--- config.mk ---
export PLATFORM = sky130hd
export DESIGN_NAME = xact_retimer
export DESIGN_NICKNAME = d
export VERILOG_FILES = /design/src/rtl/rt_pkg.sv /design/src/rtl/rt_addr_match.sv /design/src/rtl/rt_hold_reg.sv /design/src/rtl/rt_replay_seq.sv /design/src/rtl/xact_retimer.sv
export SDC_FILE = /design/constraint.sdc
export NUM_CORES = 1
export LEC_CHECK = 0
export ABC_AREA = 1
export BUFFER_PORTS_ARGS = -buffer_cell sky130_fd_sc_hd__clkbuf_2
export CAP_MARGIN = 15
export CORE_AREA = 2 2 115 117
export DETAILED_ROUTE_END_ITERATION = 7
export DIE_AREA = 0 0 117 119
export PLACE_DENSITY = 0.8
export SLEW_MARGIN = 0
export SYNTH_ARGS = -nofsm -noshare
export SYNTH_HDL_FRONTEND = slang
export SYNTH_SLANG_ARGS = --single-unit
--- constraint.sdc ---
create_clock -name clk -period 2.2 [get_ports clk]
set_input_delay 0.22 -clock clk [delete_from_list [all_inputs] [get_ports clk]]
set_output_delay 0.22 -clock clk [all_outputs]
set_load 0.02 [all_outputs]
--- src/rtl/rt_pkg.sv ---
package rt_pkg;
    localparam int ADDR_W = 32;
    localparam int DATA_W = 32;
    localparam int AM_W   = 6;
    localparam int SIZE_W = 2;

    typedef struct packed {
        logic [ADDR_W-1:0] addr;
        logic [AM_W-1:0]   am;
        logic [SIZE_W-1:0] size;
        logic              write;
        logic [DATA_W-1:0] wdata;
    } xact_t;

    localparam int XACT_W = $bits(xact_t);

    typedef enum logic [2:0] {
        PH_IDLE  = 3'd0,
        PH_SETUP = 3'd1,
        PH_ASTB  = 3'd2,
        PH_DSTB  = 3'd3,
        PH_REL   = 3'd4
    } phase_e;
endpackage

--- src/rtl/rt_addr_match.sv ---
module rt_addr_match
    import rt_pkg::*;
(
    input  logic [ADDR_W-1:0] addr,
    input  logic [ADDR_W-1:0] base,
    input  logic [ADDR_W-1:0] mask,
    output logic              hit
);
    logic [ADDR_W-1:0] diff;

    genvar gi;
    generate
        for (gi = 0; gi < ADDR_W; gi++) begin : g_bit
            assign diff[gi] = (addr[gi] ^ base[gi]) & mask[gi];
        end
    endgenerate

    assign hit = ~|diff;
endmodule

--- src/rtl/rt_hold_reg.sv ---
module rt_hold_reg
    import rt_pkg::*;
(
    input  logic  clk,
    input  logic  rst_n,
    input  logic  load,
    input  xact_t xact_in,
    output xact_t xact_out
);
    xact_t hold_d, hold_q;

    always_comb begin
        hold_d = hold_q;
        if (load) begin
            hold_d = xact_in;
        end
    end

    always_ff @(posedge clk) begin
        if (!rst_n) begin
            hold_q <= '0;
        end else begin
            hold_q <= hold_d;
        end
    end

    assign xact_out = hold_q;
endmodule

--- src/rtl/rt_replay_seq.sv ---
module rt_replay_seq
    import rt_pkg::*;
#(
    parameter int CNT_W = 8
) (
    input  logic              clk,
    input  logic              rst_n,
    input  logic              start,
    input  logic [CNT_W-1:0]  cfg_setup,
    input  logic [CNT_W-1:0]  cfg_dsdly,
    input  logic              sl_ack,
    input  logic [DATA_W-1:0] sl_rdata,
    output logic              idle,
    output logic              as_o,
    output logic              ds_o,
    output logic              done,
    output logic [DATA_W-1:0] rdata
);
    typedef struct packed {
        phase_e            ph;
        logic [CNT_W-1:0]  cnt;
        logic [DATA_W-1:0] rdata;
        logic              done;
    } seq_t;

    seq_t s_d, s_q;

    always_comb begin
        s_d      = s_q;
        s_d.done = 1'b0;
        unique case (s_q.ph)
            PH_IDLE: begin
                if (start) begin
                    s_d.ph  = PH_SETUP;
                    s_d.cnt = '0;
                end
            end
            PH_SETUP: begin
                if (s_q.cnt >= cfg_setup) begin
                    s_d.ph  = PH_ASTB;
                    s_d.cnt = '0;
                end else begin
                    s_d.cnt = s_q.cnt + 1'b1;
                end
            end
            PH_ASTB: begin
                if (s_q.cnt >= cfg_dsdly) begin
                    s_d.ph  = PH_DSTB;
                    s_d.cnt = '0;
                end else begin
                    s_d.cnt = s_q.cnt + 1'b1;
                end
            end
            PH_DSTB: begin
                if (sl_ack) begin
                    s_d.ph    = PH_REL;
                    s_d.rdata = sl_rdata;
                end
            end
            PH_REL: begin
                if (!sl_ack) begin
                    s_d.ph   = PH_IDLE;
                    s_d.done = 1'b1;
                end
            end
            default: s_d.ph = PH_IDLE;
        endcase
    end

    always_ff @(posedge clk) begin
        if (!rst_n) begin
            s_q <= '{ph: PH_IDLE, cnt: '0, rdata: '0, done: 1'b0};
        end else begin
            s_q <= s_d;
        end
    end

    assign idle  = (s_q.ph == PH_IDLE);
    assign as_o  = (s_q.ph == PH_ASTB) || (s_q.ph == PH_DSTB);
    assign ds_o  = (s_q.ph == PH_DSTB);
    assign done  = s_q.done;
    assign rdata = s_q.rdata;

    // data strobe rises only after the address strobe was up
    a_r10_as_before_ds: assert property (@(posedge clk) disable iff (!rst_n)
        $rose(ds_o) |-> $past(as_o));

    // completion is a single-cycle pulse with strobes already down
    a_r7_done_single: assert property (@(posedge clk) disable iff (!rst_n)
        done |=> !done);
    a_r7_done_released: assert property (@(posedge clk) disable iff (!rst_n)
        done |-> (!as_o && !ds_o && !sl_ack));

    // strobes fall the cycle after an acknowledge during the data phase
    a_r7_ack_releases: assert property (@(posedge clk) disable iff (!rst_n)
        (ds_o && sl_ack) |=> (!as_o && !ds_o));
endmodule

--- src/rtl/xact_retimer.sv ---
module xact_retimer
    import rt_pkg::*;
#(
    parameter int CNT_W = 8
) (
    input  logic              clk,
    input  logic              rst_n,
    input  logic              cfg_pass_all,
    input  logic [ADDR_W-1:0] cfg_base,
    input  logic [ADDR_W-1:0] cfg_mask,
    input  logic [CNT_W-1:0]  cfg_setup,
    input  logic [CNT_W-1:0]  cfg_dsdly,
    input  logic              bus_valid,
    input  logic [ADDR_W-1:0] bus_addr,
    input  logic [AM_W-1:0]   bus_am,
    input  logic [SIZE_W-1:0] bus_size,
    input  logic              bus_write,
    input  logic [DATA_W-1:0] bus_wdata,
    output logic              bus_stall,
    output logic              bus_done,
    output logic [DATA_W-1:0] bus_rdata,
    output logic [ADDR_W-1:0] sl_addr,
    output logic [AM_W-1:0]   sl_am,
    output logic [SIZE_W-1:0] sl_size,
    output logic              sl_write,
    output logic [DATA_W-1:0] sl_wdata,
    output logic              sl_as,
    output logic              sl_ds,
    input  logic              sl_ack,
    input  logic [DATA_W-1:0] sl_rdata
);
    logic  hit;
    logic  seq_idle;
    logic  accept;
    xact_t bus_x;
    xact_t held_x;

    rt_addr_match u_match (
        .addr (bus_addr),
        .base (cfg_base),
        .mask (cfg_mask),
        .hit  (hit)
    );

    assign bus_x  = '{addr: bus_addr, am: bus_am, size: bus_size,
                      write: bus_write, wdata: bus_wdata};
    assign accept = bus_valid && seq_idle && (hit || cfg_pass_all);
    assign bus_stall = bus_valid && hit && !seq_idle;

    rt_hold_reg u_hold (
        .clk      (clk),
        .rst_n    (rst_n),
        .load     (accept),
        .xact_in  (bus_x),
        .xact_out (held_x)
    );

    rt_replay_seq #(.CNT_W(CNT_W)) u_seq (
        .clk       (clk),
        .rst_n     (rst_n),
        .start     (accept),
        .cfg_setup (cfg_setup),
        .cfg_dsdly (cfg_dsdly),
        .sl_ack    (sl_ack),
        .sl_rdata  (sl_rdata),
        .idle      (seq_idle),
        .as_o      (sl_as),
        .ds_o      (sl_ds),
        .done      (bus_done),
        .rdata     (bus_rdata)
    );

    assign sl_addr  = held_x.addr;
    assign sl_am    = held_x.am;
    assign sl_size  = held_x.size;
    assign sl_write = held_x.write;
    assign sl_wdata = held_x.wdata;

    // an accepted transaction makes the sequencer busy on the next cycle
    a_r9_accept_goes_busy: assert property (@(posedge clk) disable iff (!rst_n)
        accept |=> !seq_idle);

    // held fields stay put while a replay is in progress
    a_r6_held_stable: assert property (@(posedge clk) disable iff (!rst_n)
        (!seq_idle && $past(!seq_idle)) |-> $stable(held_x));

    // the address strobe never rises in the cycle right after acceptance
    a_r5_setup_gap: assert property (@(posedge clk) disable iff (!rst_n)
        accept |=> !sl_as);
endmodule

---- Word-level counts from Yosys, hierarchy flattened ----
Cells that the tools add are included.
cells by class
  reduce and logical (&&, ||, !) cells .... 15
  order comparisons ....................... 2
  add/sub/neg operators ................... 1
  bitwise logic cells ..................... 64
  equality and inequality tests ........... 9
  multiplexer cells ....................... 10
operator list
  operator                                                                  number
  1-bit AND                                                                 32
  32-bit OR reduction                                                       1
  1-bit bitwise XOR                                                         32
  8-bit case mux with 3 select lines                                        1
  8-bit greater-or-equal comparator                                         2
  8-bit 2-to-1 mux                                                          2
  3-bit case mux with 5 select lines                                        1
  3-bit 2-to-1 mux                                                          4
  11-bit 2-to-1 mux                                                         1
  8-bit by 1-bit adder with 8-bit output (second input constant)            1
  2-bit by 1-bit inequality test with 1-bit output (second input constant)  4
  3-bit by 2-bit == test with 1-bit output (second input constant)          2
  2-bit AND reduction                                                       3
  5-bit AND reduction                                                       1
  1-bit logical AND                                                         4
  3-bit by 1-bit == test with 1-bit output (second input constant)          1
  3-bit == test (second input constant)                                     1
  3-bit zero test                                                           1
  3-bit nonzero test                                                        1
  1-bit zero test                                                           2
  1-bit logical OR                                                          2
  2-bit inequality test (second input constant)                             1
  1-bit 2-to-1 mux                                                          1
storage, ports and cells
  word-level logic and storage cells ...... 110
  input port bits ......................... 190
  output and inout port bits .............. 109
  flip-flop bits (word level) ............. 117

---- Longest topological paths before layout ----
Gate-level depths: netlist (run 1).
  depth in word-level cells ............... 8
  mapped depth ............................ 15
  mapped depth without buffers ............ 14

---- Modules after synthesis ----
From an unflattened synthesis (run 1), not the netlist that was laid out.
second synthesis, totals
  cell total of the unflattened synthesis .. 987
  area total of the unflattened synthesis .. 6254.7 um^2
modules (own cells, without submodules)
  module         area each (um^2)  seq. area each (um^2)  instances  cells an instance
  rt_hold_reg    3042.9            1461.4                 1          462
  rt_replay_seq  2538.7            880.8                  1          349
  rt_addr_match  654.4             0.0                    1          171
  xact_retimer   18.8              0.0                    1          5

---- Least setup slack after synthesis (run 1) ----
Ideal clock, no wire load.
  path type ............................... reg2reg
  start point ............................. reg u_seq.s_q[40] (netlist name)
  end point ............................... reg u_seq.s_q[42] (netlist name)
  data arrival time ....................... 1.659 ns
  buffers on the path ..................... 0
  cell stages (with the launch flop) ...... 10
  path slack .............................. 0.426 ns
  clock period less this slack ............ 1.774 ns
  setup time .............................. 0.115 ns
  data required time ...................... 2.085 ns
  cell sequence ........................... dfxtp_1 ha_1 a21o_1 inv_1 o21a_1 nand3_1 o21ai_1 nor2_1 a21oi_1 nor2_1
on the way
  longest elaborated chain between the ends .. 3
  elaborated cells on any way between the ends .. 5
  those cells by class .................... order compare: 2; eq/ne: 2; reduce/logical: 1
ends and longest elaborated chain
  item                                                         line                                      source
  start: declaration                                           rt_replay_seq.sv:26                       seq_t s_d, s_q;
  start signal: assignment                                     rt_replay_seq.sv:72                       s_q <= '{ph: PH_IDLE, cnt: '0, rdata: '0, done: 1'b0};
  8-bit greater-or-equal comparator, on equally long branches  rt_replay_seq.sv:47, rt_replay_seq.sv:39
  2-bit by 1-bit inequality test with 1-bit output (no line)   --
  5-bit AND reduction (no line) (*)                            --
Every way passes the cells marked *; elsewhere a longest branch is shown, timed or not.
A chain may end at the register's enable or synchronous reset.

---- Final worst setup path (run 1) ----
  start point ............................. reg u_seq.s_q[42] (netlist name)
  end point ............................... out sl_as
on the way
  longest elaborated chain between the ends .. 2
  elaborated cells on any way between the ends .. 3
  those cells by class .................... eq/ne: 2; reduce/logical: 1
ends and longest elaborated chain
  item                                      line                 source
  3-bit by 2-bit == test with 1-bit output  rt_replay_seq.sv:79  assign as_o = (s_q.ph == PH_ASTB) || (s_q.ph == PH_DSTB);
  1-bit logical OR (*)                      rt_replay_seq.sv:79
  end: declaration                          xact_retimer.sv:27   output logic sl_as,
Marked as above.

==> impl_metrics.yaml, run 1 <==
routing:
  first_pass_iters: 4
  drcViolationCount: 0
  wl_per_cell_um: 12.6
  drt_wl_total_mm: 15.7
  via_per_inst: 4.72
  drt_iter0_drc: 273
  ant_nets: 0
  via_count: 5895
final_layout:
  layout.nets: 1268
  drive_gt1_share_pct: 34.3
  regArea_um2: 2340
  syn_to_final_growth_pct: 35.1
  multi_input_area_um2: 2570
  fillers: 1255
  insertedDiodeCount: 0
setup_path:
  crit_fanout: 34
  crit_family: "buffers and inverters"
  critical_path_class: "flop to output pin"
  end_kind: "output pin"
  start_kind: "flop"
  cp_common_cell: "inv_1"
  r2r.worst_path.cells: 9
  critical_path.cell_chain: "inv_1, nor3_4, buf_4, inv_1, nand2_1, clkbuf_2"
  reg2reg_from: "u_seq.s_q[36]"
  crit_slowest_cell: "dfxtp_1"
  worst_ep_required_time_ns: 1.98
  crit_path_start: "u_seq.s_q[42]"
  worst-path-buf-inv: 4
  worstPathArrival_ns: 1.81
  cp_num_cells: 6
  critPathMaxStageDelay_ns: 0.43
floorplanning:
  io_pins: 299
  dieArea_um2: 13900
  fp-row-count: 42
  dieWidth_um: 117
  core_um2: 12900
  die_y_um: 119
  initial_core_util_pct: 44.3
worst_hold_path:
  min_path_type: "input pin to flop"
  hp-start: "bus_size[0]"
  holdPathStages: 3
synthesis:
  ys.flop_type: "dfxtp_1"
  seq_area_frac_synth_pct: 41.1
  syn-num-nets: 1009
  syn_area_um2: 5710
  synth_top_cell_by_area: "dfxtp_1"
  yosys_register_bits: 117
  synth-edff-count: 0
  synthDominantCellAreaShare_pct: 41.1
  synthTopCellsByArea: "dfxtp_1 (41%), nand2_1 (9.3%), nor2_1 (7.2%), nand3_1 (6.4%), inv_1 (5.7%)"
  synthArstFlopShare_pct: 0
  syn_inst: 802
  yosys.cell_count.top_type: "nand2_1"
  ys_warn_count: 0
  syn_avg_cell_area_um2: 7.11
  ys_types: 29
  synthTopCellsByCount: "nand2_1 (142), dfxtp_1 (117), nor2_1 (110)"
clock_network:
  clock_sinks: 117
  htree_levels: 4
  numCtsBuffers: 17
  cts-resized-gates: 0
  cts-root-buf: "clkbuf_16"
  cts_hold_buf: 0
  cts_tree: "built"
  clk_pin_slew_ns: 0.06
  cts_max_path_buffers: 2
  clk_latency_ns: 0.40
  post-cts-setup-buffers: 0
power:
  leakagePower_nw: 3.99
  powerDensity_nw_per_um2: 936
  p_total_mw: 7.22
  ir_drop_mv: 0.485
global_routing:
  grt_pass1_wl_mm: 25.3
  grt_antenna_before_repair: 0
  track_usage_pct: 23.0
  grt_max_degree: 58
  grt_pass1_vias: 5531
  grt_overflow: 0
timing:
  period_needed_ns: 2.03
  maxSlewHeadroom_pct: 69.2
  hold_viol: 0
  tns_ns: 0
  period_share_pct: 92.4
  rsz0062_at_grt: "no"
  drv_slew: 0
  fin_worst_skew_ns: 0.00445
  max_freq_mhz: 492
  finalSetupViolCount: 0
  worst_pin_slew_ns: 0.461
place:
  gp_congestion: 0.897
  port_buffers: 298
  hpwl_mm: 12.1
run:
  cap_violations: 0
status:
  status: "complete, no violations"
## stage by stage
stage	cells	hold WS [ns]	utilization, %	worst slack, ns	area (µm²)
2_1_floorplan	802	0.367	-	0.426	5710
3_5_place_dp	1218	0.452	55.1	0.229	7090
5_1_grt	1250	0.0485	59.9	0.0214	7710
3_3_place_gp	1218	0.448	55.1	0.274	7090
6_report	1250	0.0648	59.9	0.167	7710
4_1_cts	1250	0.0469	59.9	0.152	7710
## kinds of logic after synthesis
group / synth area share (%)
buffers and inverters: 13.9
AOI/OAI and AO/OA: 15.5
and+or+nand+nor: 25.1
xor gates and xnor gates: 0.614
DFF: 41.1
adders and majority gates: 3.73
## placed cells by master (no fill, tap or decap), drive strengths merged, types with 3 or more instances in the layout
cell type and count:
bufinv 3, nand4 5, dfxtp 117, nor2 110, clkbuf 316, buf 12, xor2 3, or2 5
clkinv 8, nand2 144, nor3 7, nand3 73, o21ai 77, a21oi 79, ha 17, inv 90
## flip-flops by register name, summed over array words and instances (netlist names)
name,flops
u_hold.xact_out,73
u_seq.done,1
u_seq.rdata,32
u_seq.s_q,11
## worst reg2reg max path, delay by kind of cell, from the launching register on
family                     cells  cell delay (ns)
AOI/OAI and AO/OA              4             0.56
adders and majority gates      1             0.30
buffers and inverters          1             0.18
DFF                            1             0.46
and+or+nand+nor                3             0.23
## per-layer routing
layer	share of wire (%)	global-route usage [%]	routed length, µm
met5	0	0	0
met2	47	38.2	7430
met3	6.6	5.90	1040
met4	3.8	10.9	590
met1	42	27.3	6650
## final cells by class
| class | count | share of cell area, % |
|---|---|---|
| inverters | 89 | 4.35 |
| multi-input cells | 526 | 33.4 |
| flip-flops and latches | 117 | 30.4 |
| repair buffers | 310 | 21.0 |
| clock buffers | 18 | 5.70 |
| clock inverters | 14 | 2.29 |
| well taps | 176 | 2.86 |
## report_power, final
group          switching (mW)  total [mW]  internal [mW]  leakage [nW]
clock                    1.02        2.84           1.82         0.297
combinational            1.16        1.81          0.644          2.73
sequential              0.161        2.57           2.41         0.955
total                    2.34        7.22           4.88          3.99
## worst paths after layout
| check | to | slack (ns) |
|---|---|---|
| setup reg to reg | u_seq.s_q[38] | 0.41 |
| hold reg to reg | u_seq.rdata[22] | 0.46 |
| hold / removal | u_hold.xact_out[33] | 0.06 |
| setup / recovery | sl_as | 0.17 |
(Power assumes the default switching activity.)
==> run 2: changes to the inputs <==
Settings changed: REMOVE_ABC_BUFFERS from default to 1.
==> impl_metrics.yaml, run 2 (synthesis gave the netlist of run 1 again) <==
clock_network:
  cts_max_path_buffers: 2
  cts-resized-gates: 0
  cts-root-buf: "clkbuf_16"
  clock_sinks: 117
  htree_levels: 4
  post-cts-setup-buffers: 0
  clk_pin_slew_ns: 0.05
  clk_latency_ns: 0.40
  cts_tree: "built"
  cts_hold_buf: 0
  numCtsBuffers: 17
place:
  dp.cells: 1217
  port_buffers: 298
  hpwl_mm: 12.3
  pre_cts_slack_ns: 0.231
  gp_congestion: 0.907
setup_path:
  worst_ep_required_time_ns: 1.98
  critical_path_class: "flop to output pin"
  regToRegSetupSlack_ns: 0.26
  crit_fanout: 33
  end_kind: "output pin"
  worstPathArrival_ns: 1.74
  critPathMaxStageDelay_ns: 0.43
  critical_path.cell_chain: "inv_1, nor3_4, buf_4, clkbuf_2"
  crit_slowest_cell: "dfxtp_1"
  start_kind: "flop"
power:
  pwr-share-comb_pct: 25.1
  leakagePower_nw: 3.98
  powerDensity_nw_per_um2: 931
  ir_drop_mv: 0.444
  switchingPower_mw: 2.24
  cellInternalPower_mw: 4.91
  clkPwrFrac_pct: 39.0
  p_total_mw: 7.15
  seq_power_share_pct: 35.9
  p_sw_share_pct: 31.4
global_routing:
  grt_pass1_wl_mm: 25.0
  met1_usage_pct: 27.1
  met3_usage_pct: 6.21
  grt.met2_usage_pct: 38.2
  grt_pass1_vias: 5380
  grt_antenna_before_repair: 0
  grt_max_degree: 63
  grt_overflow: 0
  busiest_layer: "met2"
  track_usage_pct: 22.8
final_layout:
  final_common_cell: "clkbuf_2"
  drive_gt1_share_pct: 33.9
  syn_to_final_growth_pct: 34.7
  postLayoutCoreUtil_pct: 59.7
  largest_register_ffs: 73
  insertedDiodeCount: 0
  mostFrequentLayoutCells: "clkbuf_2 (298), nand2_1 (142), dfxtp_1 (117), nor2_1 (110), inv_1 (87)"
  stdcell_count: 1249
  layout.nets: 1267
timing:
  fin_ws_ns: 0.239
  fin_worst_skew_ns: 0.00370
  maxSlewHeadroom_pct: 68.8
  drv_slew: 0
  hold_ws_ns: 0.0619
  rsz0062_at_grt: "no"
  finalSetupViolCount: 0
  period_needed_ns: 1.96
  period_share_pct: 89.1
  hold_viol: 0
  worst_pin_slew_ns: 0.468
  max_freq_mhz: 510
routing:
  via_per_inst: 4.75
  first_pass_iters: 4
  drt_iter0_drc: 292
  wl_per_cell_um: 12.9
  drt_wl_total_mm: 16.1
  drcViolationCount: 0
  ant_nets: 0
  via_count: 5937
floorplanning:
  fp-row-count: 42
  io_pins: 299
  core_um2: 12900
  dieArea_um2: 13900
  dieWidth_um: 117
  die_y_um: 119
  initial_core_util_pct: 44.3
status:
  status: "complete, no violations"
run:
  cap_violations: 0
worst_hold_path:
  min_path_type: "input pin to flop"
[run 2: final cells by class]
type,count,area [µm²]
Clock inverter,9,125
Tap cell,176,220
Fill cell,1219,5190
Sequential cell,117,2340
Timing Repair Buffer,309,1610
Multi-Input combinational cell,526,2570
Clock buffer,23,478
Inverter,89,335
[run 2: metal layers]
metal | routed length, µm | vias to the layer above
li1 | - | 3067
met1 | 6780 | 2642
met2 | 7910 | 190
met3 | 972 | 38
met4 | 461 | 0
met5 | 0 | -
[run 2: stage by stage]
stage / cell area [µm²] / setup TNS [ns]
2_1_floorplan: 5250 / -65.67
3_3_place_gp: 7080 / 0
3_5_place_dp: 7080 / 0
4_1_cts: 7690 / 0
5_1_grt: 7690 / 0
6_report: 7690 / 0
[run 2: worst paths after layout]
path | startpoint | endpoint | depth (start not counted)
min reg2reg | u_seq.rdata[2] | u_seq.rdata[2] | 2
min | bus_wdata[28] | u_hold.xact_out[28] | 3
max | u_seq.s_q[42] | sl_ds | 4
max reg2reg | u_seq.s_q[36] | u_seq.s_q[36] | 9
[run 2: power by group through the flow]
stage	combinational [mW]	sequential [mW]	clock, mW
6_report	1.79	2.57	2.79
5_1_grt	1.99	2.60	2.95
4_1_cts	1.81	2.57	2.84
3_5_place_dp	1.80	2.61	0
3_3_place_gp	1.77	2.61	0
2_1_floorplan	0.739	2.92	0
[run 2: critical path: cells and delay by family (launching register included)]
| family | cells | cell delay [ns] |
|---|---|---|
| buffers and inverters | 3 | 0.72 |
| flip-flops | 1 | 0.43 |
| AND/OR/NAND/NOR | 1 | 0.17 |
